## config.mk

```make
export PLATFORM = sky130hd
export DESIGN_NAME = spi_req_router
export DESIGN_NICKNAME = d
export VERILOG_FILES = /design/src/rtl/spi_req_pkg.sv /design/src/rtl/spi_req_sticky.sv /design/src/rtl/spi_req_steer.sv /design/src/rtl/spi_req_regs.sv /design/src/rtl/spi_req_router.sv
export SDC_FILE = /design/constraint.sdc
export NUM_CORES = 1
export LEC_CHECK = 0
export ABC_AREA = 1
export CAP_MARGIN = 30
export CORE_AREA = 4 4 42 44
export CTS_BUF_LIST = sky130_fd_sc_hd__clkbuf_8 sky130_fd_sc_hd__clkbuf_16
export CTS_CLUSTER_SIZE = 28
export DETAILED_ROUTE_END_ITERATION = 6
export DIE_AREA = 0 0 46 48
export DONT_BUFFER_PORTS = 1
export GPL_TIMING_DRIVEN = 0
export PLACE_DENSITY = 0.65
export SKIP_LAST_GASP = 1
export SLEW_MARGIN = 0
export SYNTH_ARGS = -nofsm -noshare
export SYNTH_HDL_FRONTEND = slang
export SYNTH_SLANG_ARGS = --single-unit
```

## constraint.sdc

```tcl
create_clock -name clk -period 0.9 [get_ports clk]
set_input_delay 0.09 -clock clk [delete_from_list [all_inputs] [get_ports clk]]
set_output_delay 0.09 -clock clk [all_outputs]
set_load 0.01 [all_outputs]
```

## src/rtl/spi_req_pkg.sv

```systemverilog
package spi_req_pkg;
    localparam int REG_W     = 8;
    localparam int ADDR_W    = 1;
    localparam int N_STICKY  = 4;
    localparam int N_SRC     = 6;

    localparam logic [ADDR_W-1:0] ADDR_STATUS = 1'b0;
    localparam logic [ADDR_W-1:0] ADDR_CTRL   = 1'b1;

    // status / enable bit positions
    localparam int B_EOQ   = 0;
    localparam int B_TXRM  = 1;
    localparam int B_DONE  = 2;
    localparam int B_UNDR  = 3;
    localparam int B_RXDT  = 4;
    localparam int B_OVF   = 5;
    localparam int B_TXSEL = 6;
    localparam int B_RXSEL = 7;
endpackage

```

## src/rtl/spi_req_sticky.sv

```systemverilog
module spi_req_sticky #(
    parameter int N = 4
) (
    input  logic         clk,
    input  logic         rst_n,
    input  logic [N-1:0] set_i,
    input  logic [N-1:0] clr_i,
    output logic [N-1:0] flag_o
);
    typedef struct packed {
        logic [N-1:0] flag;
    } state_t;

    state_t st_d, st_q;

    always_comb begin
        st_d      = st_q;
        st_d.flag = (st_q.flag & ~clr_i) | set_i;
    end

    always_ff @(posedge clk or negedge rst_n) begin
        if (!rst_n) st_q <= '0;
        else        st_q <= st_d;
    end

    assign flag_o = st_q.flag;

    for (genvar i = 0; i < N; i++) begin : g_chk
        // a set pulse always lands, even against a clear
        a_r3_set_lands: assert property (@(posedge clk) disable iff (!rst_n)
            set_i[i] |=> flag_o[i]);
        // a clear without a set empties the flag
        a_r4_clear_lands: assert property (@(posedge clk) disable iff (!rst_n)
            (clr_i[i] && !set_i[i]) |=> !flag_o[i]);
        // a set flag persists without a clear
        a_r3_flag_holds: assert property (@(posedge clk) disable iff (!rst_n)
            (flag_o[i] && !clr_i[i]) |=> flag_o[i]);
    end
endmodule

```

## src/rtl/spi_req_steer.sv

```systemverilog
module spi_req_steer (
    input  logic clk,
    input  logic rst_n,
    input  logic flag_i,
    input  logic en_i,
    input  logic dma_sel_i,
    input  logic ack_i,
    output logic irq_o,
    output logic req_o
);
    typedef struct packed {
        logic gap;
    } state_t;

    state_t st_d, st_q;

    always_comb begin
        st_d     = st_q;
        st_d.gap = ack_i;
    end

    always_ff @(posedge clk or negedge rst_n) begin
        if (!rst_n) st_q <= '0;
        else        st_q <= st_d;
    end

    assign irq_o = flag_i & en_i & ~dma_sel_i;
    assign req_o = flag_i & en_i & dma_sel_i & ~st_q.gap;

    // the cycle after an acknowledge carries no request
    a_r9_ack_gap: assert property (@(posedge clk) disable iff (!rst_n)
        ack_i |=> !req_o);
endmodule

```

## src/rtl/spi_req_regs.sv

```systemverilog
module spi_req_regs
    import spi_req_pkg::*;
(
    input  logic              clk,
    input  logic              rst_n,
    input  logic              wr_i,
    input  logic [ADDR_W-1:0] addr_i,
    input  logic [REG_W-1:0]  wdata_i,
    output logic [REG_W-1:0]  ctrl_o,
    output logic [N_STICKY-1:0] clr_o
);
    typedef struct packed {
        logic [REG_W-1:0] ctrl;
    } state_t;

    state_t st_d, st_q;
    logic   wr_status;

    always_comb begin
        st_d = st_q;
        if (wr_i && addr_i == ADDR_CTRL) st_d.ctrl = wdata_i;
    end

    always_ff @(posedge clk or negedge rst_n) begin
        if (!rst_n) st_q <= '0;
        else        st_q <= st_d;
    end

    assign wr_status = wr_i && (addr_i == ADDR_STATUS);
    // sticky order: eoq, done, underrun, overflow
    assign clr_o  = wr_status ? {wdata_i[B_OVF], wdata_i[B_UNDR],
                                 wdata_i[B_DONE], wdata_i[B_EOQ]} : '0;
    assign ctrl_o = st_q.ctrl;

    // a control write is visible on the next cycle
    a_r2_ctrl_write: assert property (@(posedge clk) disable iff (!rst_n)
        (wr_i && addr_i == ADDR_CTRL) |=> ctrl_o == $past(wdata_i));
    a_r2_ctrl_stable: assert property (@(posedge clk) disable iff (!rst_n)
        !(wr_i && addr_i == ADDR_CTRL) |=> $stable(ctrl_o));
endmodule

```

## src/rtl/spi_req_router.sv

```systemverilog
module spi_req_router
    import spi_req_pkg::*;
(
    input  logic              clk,
    input  logic              rst_n,
    input  logic              reg_wr,
    input  logic [ADDR_W-1:0] reg_addr,
    input  logic [REG_W-1:0]  reg_wdata,
    output logic [REG_W-1:0]  reg_rdata,
    input  logic              eoq_evt,
    input  logic              xfer_done_evt,
    input  logic              tx_underrun_evt,
    input  logic              rx_overflow_evt,
    input  logic              tx_fifo_full,
    input  logic              rx_fifo_empty,
    input  logic              tx_dma_ack,
    input  logic              rx_dma_ack,
    output logic              irq,
    output logic              tx_dma_req,
    output logic              rx_dma_req
);
    logic [REG_W-1:0]    ctrl;
    logic [N_STICKY-1:0] clr, sticky;
    logic [N_SRC-1:0]    status6;
    logic                tx_irq, rx_irq, sticky_irq;

    spi_req_regs u_regs (
        .clk    (clk),
        .rst_n  (rst_n),
        .wr_i   (reg_wr),
        .addr_i (reg_addr),
        .wdata_i(reg_wdata),
        .ctrl_o (ctrl),
        .clr_o  (clr)
    );

    spi_req_sticky #(.N(N_STICKY)) u_sticky (
        .clk   (clk),
        .rst_n (rst_n),
        .set_i ({rx_overflow_evt, tx_underrun_evt, xfer_done_evt, eoq_evt}),
        .clr_i (clr),
        .flag_o(sticky)
    );

    spi_req_steer u_tx (
        .clk      (clk),
        .rst_n    (rst_n),
        .flag_i   (status6[B_TXRM]),
        .en_i     (ctrl[B_TXRM]),
        .dma_sel_i(ctrl[B_TXSEL]),
        .ack_i    (tx_dma_ack),
        .irq_o    (tx_irq),
        .req_o    (tx_dma_req)
    );

    spi_req_steer u_rx (
        .clk      (clk),
        .rst_n    (rst_n),
        .flag_i   (status6[B_RXDT]),
        .en_i     (ctrl[B_RXDT]),
        .dma_sel_i(ctrl[B_RXSEL]),
        .ack_i    (rx_dma_ack),
        .irq_o    (rx_irq),
        .req_o    (rx_dma_req)
    );

    always_comb begin
        status6         = '0;
        status6[B_EOQ]  = sticky[0];
        status6[B_DONE] = sticky[1];
        status6[B_UNDR] = sticky[2];
        status6[B_OVF]  = sticky[3];
        status6[B_TXRM] = ~tx_fifo_full;
        status6[B_RXDT] = ~rx_fifo_empty;
    end

    assign sticky_irq = (sticky[0] & ctrl[B_EOQ])  | (sticky[1] & ctrl[B_DONE]) |
                        (sticky[2] & ctrl[B_UNDR]) | (sticky[3] & ctrl[B_OVF]);
    assign irq        = sticky_irq | tx_irq | rx_irq;
    assign reg_rdata  = (reg_addr == ADDR_STATUS) ?
                        {{(REG_W-N_SRC){1'b0}}, status6} : ctrl;

    // DMA requests appear only when routed and enabled
    a_r8_txreq_routed: assert property (@(posedge clk) disable iff (!rst_n)
        tx_dma_req |-> (ctrl[B_TXSEL] && ctrl[B_TXRM] && !tx_fifo_full));
    a_r8_rxreq_routed: assert property (@(posedge clk) disable iff (!rst_n)
        rx_dma_req |-> (ctrl[B_RXSEL] && ctrl[B_RXDT] && !rx_fifo_empty));
    // no enable, no interrupt
    a_r7_irq_needs_enable: assert property (@(posedge clk) disable iff (!rst_n)
        (ctrl[N_SRC-1:0] == '0) |-> !irq);
    // end-of-queue pulse latches its flag
    a_r10_eoq_latch: assert property (@(posedge clk) disable iff (!rst_n)
        eoq_evt |=> sticky[0]);
endmodule

```

Word-level counts from Yosys, hierarchy flattened. Cells that the tools add are included.

Reductions and logical operators: 2. Multiplexer cells: 2. Bitwise operators: 27.

Operators with widths (count): AND 1 bit (12); two-way mux 8 bit (1); inverter 1 bit (7); OR 1 bit (5); AND 4 bit (1); two-way mux 4 bit (1); inverter 4 bit (1); OR 4 bit (1); logical AND 1 bit (2).

Word-level logic and storage cells: 35. Bits in registers: 14. Output and inout bits: 11.

Depth between registers and ports, before layout.
Depth after elaboration: 6. Mapped depth: 5. Gate-level depth less buffers: 5.

By module. Synthesis repeated with hierarchy kept, for this count alone.

Cells, all modules: 111. Area, all modules: 790.8 um2.

Modules (own cells, without submodules): spi_req_regs (cells an instance 45, area an instance 392.9 um2, seq. area each 200.2 um2, times used 1); spi_req_sticky (cells an instance 20, area an instance 160.2 um2, seq. area each 100.1 um2, times used 1); spi_req_router (cells an instance 34, area an instance 150.1 um2, seq. area each 0.0 um2, times used 1); spi_req_steer (cells an instance 6, area an instance 43.8 um2, seq. area each 25.0 um2, times used 2).

Worst setup path before layout. Ideal clock, no wire load.

Kind: flip-flop to output port. Start point: register u_regs.st_q (netlist bit u_regs.ctrl_o[7]). End point: output irq. Arrival: 679 ps. Stages on the path, launching flop included: 6. Buffers on the path: 0. Setup slack: 131 ps. Cells stage by stage: dfrtp_1 -> inv_1 -> nand3_1 -> nand2_1 -> inv_1 -> nand2_1.

Cells in the longest elaborated chain, start to end: 3.

Ends and longest elaborated chain: start: declaration (RTL line spi_req_regs.sv:16) `state_t st_d, st_q;`; start signal: assignment (RTL line spi_req_regs.sv:26) `else st_q <= st_d;`; inverter 1 bit (RTL line spi_req_steer.sv:27) `assign irq_o = flag_i & en_i & ~dma_sel_i;`; AND 1 bit (RTL line spi_req_steer.sv:27); OR 1 bit (RTL line spi_req_router.sv:79) `assign irq = sticky_irq | tx_irq | rx_irq;`; end: declaration (RTL line spi_req_router.sv:18) `output logic irq,`.

No other way between the ends.

Final worst setup path.
Start point: register u_sticky.st_q (netlist bit u_sticky.flag_o[2]). End point: output irq.

Cells in the longest elaborated chain, start to end: 5.

Ends and longest elaborated chain: start: declaration (RTL line spi_req_sticky.sv:14) `state_t st_d, st_q;`; start signal: assignment (RTL line spi_req_sticky.sv:23) `else st_q <= st_d;`; AND 1 bit (RTL line spi_req_router.sv:78) `(sticky[2] & ctrl[B_UNDR]) | (sticky[3] & ctrl[B_OVF]);`; OR 1 bit (RTL line spi_req_router.sv:77) `assign sticky_irq = (sticky[0] & ctrl[B_EOQ]) | (sticky[1] & ctrl[B_DONE]) |`; OR 1 bit (RTL line spi_req_router.sv:78); OR 1 bit (2 in a row) (RTL line spi_req_router.sv:79).

No other way between the ends.

==> metrics.yaml <==
status: "finished, violations left"
failed_checks: "setup timing"
slew_violations: 0
routed_wl_mm: 1.69
rrSetupSlack_ns: 0.02
finalSetupViolations: 9
finalClockSkew_ns: 0
fin_nets: 139
synth_area_leaders: "dfrtp_1 (51%), nand2_1 (17%), inv_1 (8.7%), nand3_1 (4.4%), o21ai_0 (4.4%)"
setup_tns_ns: -0.486
preCtsSetupSlack_ns: 0.0646
tightest_slew_ns: 0.632
max_clock_freq_mhz: 937
area_growth_pct: 48.4
n_fill_cell: 114
antenna_found_initial: 0
wl_per_cell_um: 12.6
hold_class: "primary input to flop"
synth_top_area_share_pct: 50.9
clock_path_buffers: 2
avgSynthCellArea_um2: 7.56
internal_power_mw: 1.26
die_w_um: 46
fin_area_um2: 1020
synth_area_um2: 688
cts_inserted_buffers: 3
cts_tree: "done"
rsz0062_at_grt: "true"
syn_nets: 111
p_clk_share_pct: 35.5
grt_max_degree: 15
switching_share_pct: 26.4
drc: 0
grt.total_usage_pct: 16.1
clock_latency_ns: 0.24
layout-drive-gt1-share_pct: 30.5
pwr-share-comb_pct: 21.5
placed_area_um2: 708
cp-start-kind: "flop"
ant_nets: 0
n_antenna_cell: 0
crit_arrival_ns: 0.98
ys_seq_area_share_pct: 50.9
post-route-period-util_pct: 119
die_h_um: 48
core_area_um2: 1440
cap_violations: 0
start_util_pct: 47.9
critPathKind: "flop to primary output"
place_congestion: 0.751
cp_max_fo: 3
cts_root_buf: "clkbuf_8"
finalHoldViolCount: 0
slew_headroom_pct: 57.7
hpwl_mm: 1.03
first_iter_violations: 7
grt_pass1_vias: 599
p_per_area_nw_per_um2: 1670
die_area_um2: 2210
multi_input_area_um2: 312
ir_drop_mv: 1.00
pwr-share-seq_pct: 43.1
final_cells: 134
cts_sinks: 14
fin_crit_ns: 1.07
power_mw: 1.71
vias: 686
final_cell_mix: "nand2_1 (26), dlygate4sd3_1 (14), dfrtp_1 (14)"
drt-pass1-iter-count: 4
drt-vias-per-instance: 5.12
finalWorstSetupSlack_ns: -0.167
critPathRequiredTime_ns: 0.81
register_area_um2: 350
cts.clk_slew.worst_paths_ns: 0.06
placementRows: 14
htreeDepth: 1
switching_power_uw: 450
grt-ovfl-total: 0
dp.cells: 107
ys_warn_count: 0
grt_pass1_wl_mm: 2.46
yosys.area.top_type: "dfrtp_1"
cp-end-kind: "primary output"
io_pins: 31
port_buffers: 0
layout_commonest_cell: "nand2_1"
p_leak_nw: 0.531
syn-instance-count: 91
yosys_register_bits: 14
synth.distinct_cells: 12
==> layout make-up <==
| class | instances | area share (%) |
|---|---|---|
| buffer | 2 | 1.59 |
| sequential | 14 | 34.3 |
| inverter | 16 | 5.88 |
| timing repair buffer | 23 | 20.3 |
| clock buffer | 4 | 5.39 |
| tap | 16 | 1.96 |
| multi-input combinational | 59 | 30.5 |
==> cells in the mapped netlist (all sizes together) <==
library cell,instances
buf,2
nand2,32
dfrtp,14
o21bai,2
nand3,6
o21ai,10
nor2,7
inv,16
a21oi,2
==> layer usage <==
metal / track usage [%] / vias to the layer above / part of all wire (%)
met5: 0 / - / 0
met2: 26.1 / 20 / 51
met4: 6.82 / 0 / 0.83
li1: - / 333 / -
met1: 19.0 / 331 / 41
met3: 6.39 / 2 / 7.4
==> metrics by stage <==
step                      hold slack, ns  util (%)
after global routing             0.00703      71.1
after CTS                        0.00247      65.9
after floorplan                   -0.206         -
final                            0.00280      71.1
after global placement            -0.205      49.3
after detailed placement          -0.205      49.3
==> registers in the layout, summed over array words and instances, names as in the netlist <==
signal           flops
u_regs.ctrl_o        8
u_rx.st_q            1
u_sticky.flag_o      4
u_tx.st_q            1
==> power by group through the flow <==
stage	combinational, mW	clock [mW]	sequential [mW]
6_report	0.366	0.605	0.735
5_1_grt	0.404	0.652	0.742
4_1_cts	0.313	0.610	0.732
3_5_place_dp	0.204	0	0.742
3_3_place_gp	0.201	0	0.741
2_1_floorplan	0.175	0	0.733
==> critical path, cell delays in order (launching register included) <==
cell	delay [ns]
dfrtp_1	0.39
nand2_1	0.08
nand2_1	0.06
nor2_1	0.13
nand2_2	0.09
==> what timing repair did <==
item                                   in CTS  in global routing
buffers inserted                            4                  5
gates cloned                                0                  0
endpoints found under the hold margin      25                  1
pin swaps                                   0                  9
setup endpoints to repair                   7                 11
resized for setup                          13                 10
hold buffers                               13                  1
==> worst paths after layout <==
kind | from | endpoint | cells after the start
max | u_sticky.flag_o[2] | irq | 4
min | reg_wdata[0] | u_regs.ctrl_o[0] | 2
max in group asynchronous | rst_n | u_regs.ctrl_o[0] | 1
min reg2reg | u_regs.ctrl_o[0] | u_regs.ctrl_o[0] | 2
min in group asynchronous | rst_n | u_rx.st_q | 1
max reg2reg | u_regs.ctrl_o[4] | u_regs.ctrl_o[4] | 4
==> kinds of logic after synthesis <==
kind of cell,share of synthesized area (%)
and+or+nand+nor,26.0
DFF,50.9
AOI/OAI and AO/OA,12.0
buffers and inverters,11.1
(Power assumes the default switching activity.)
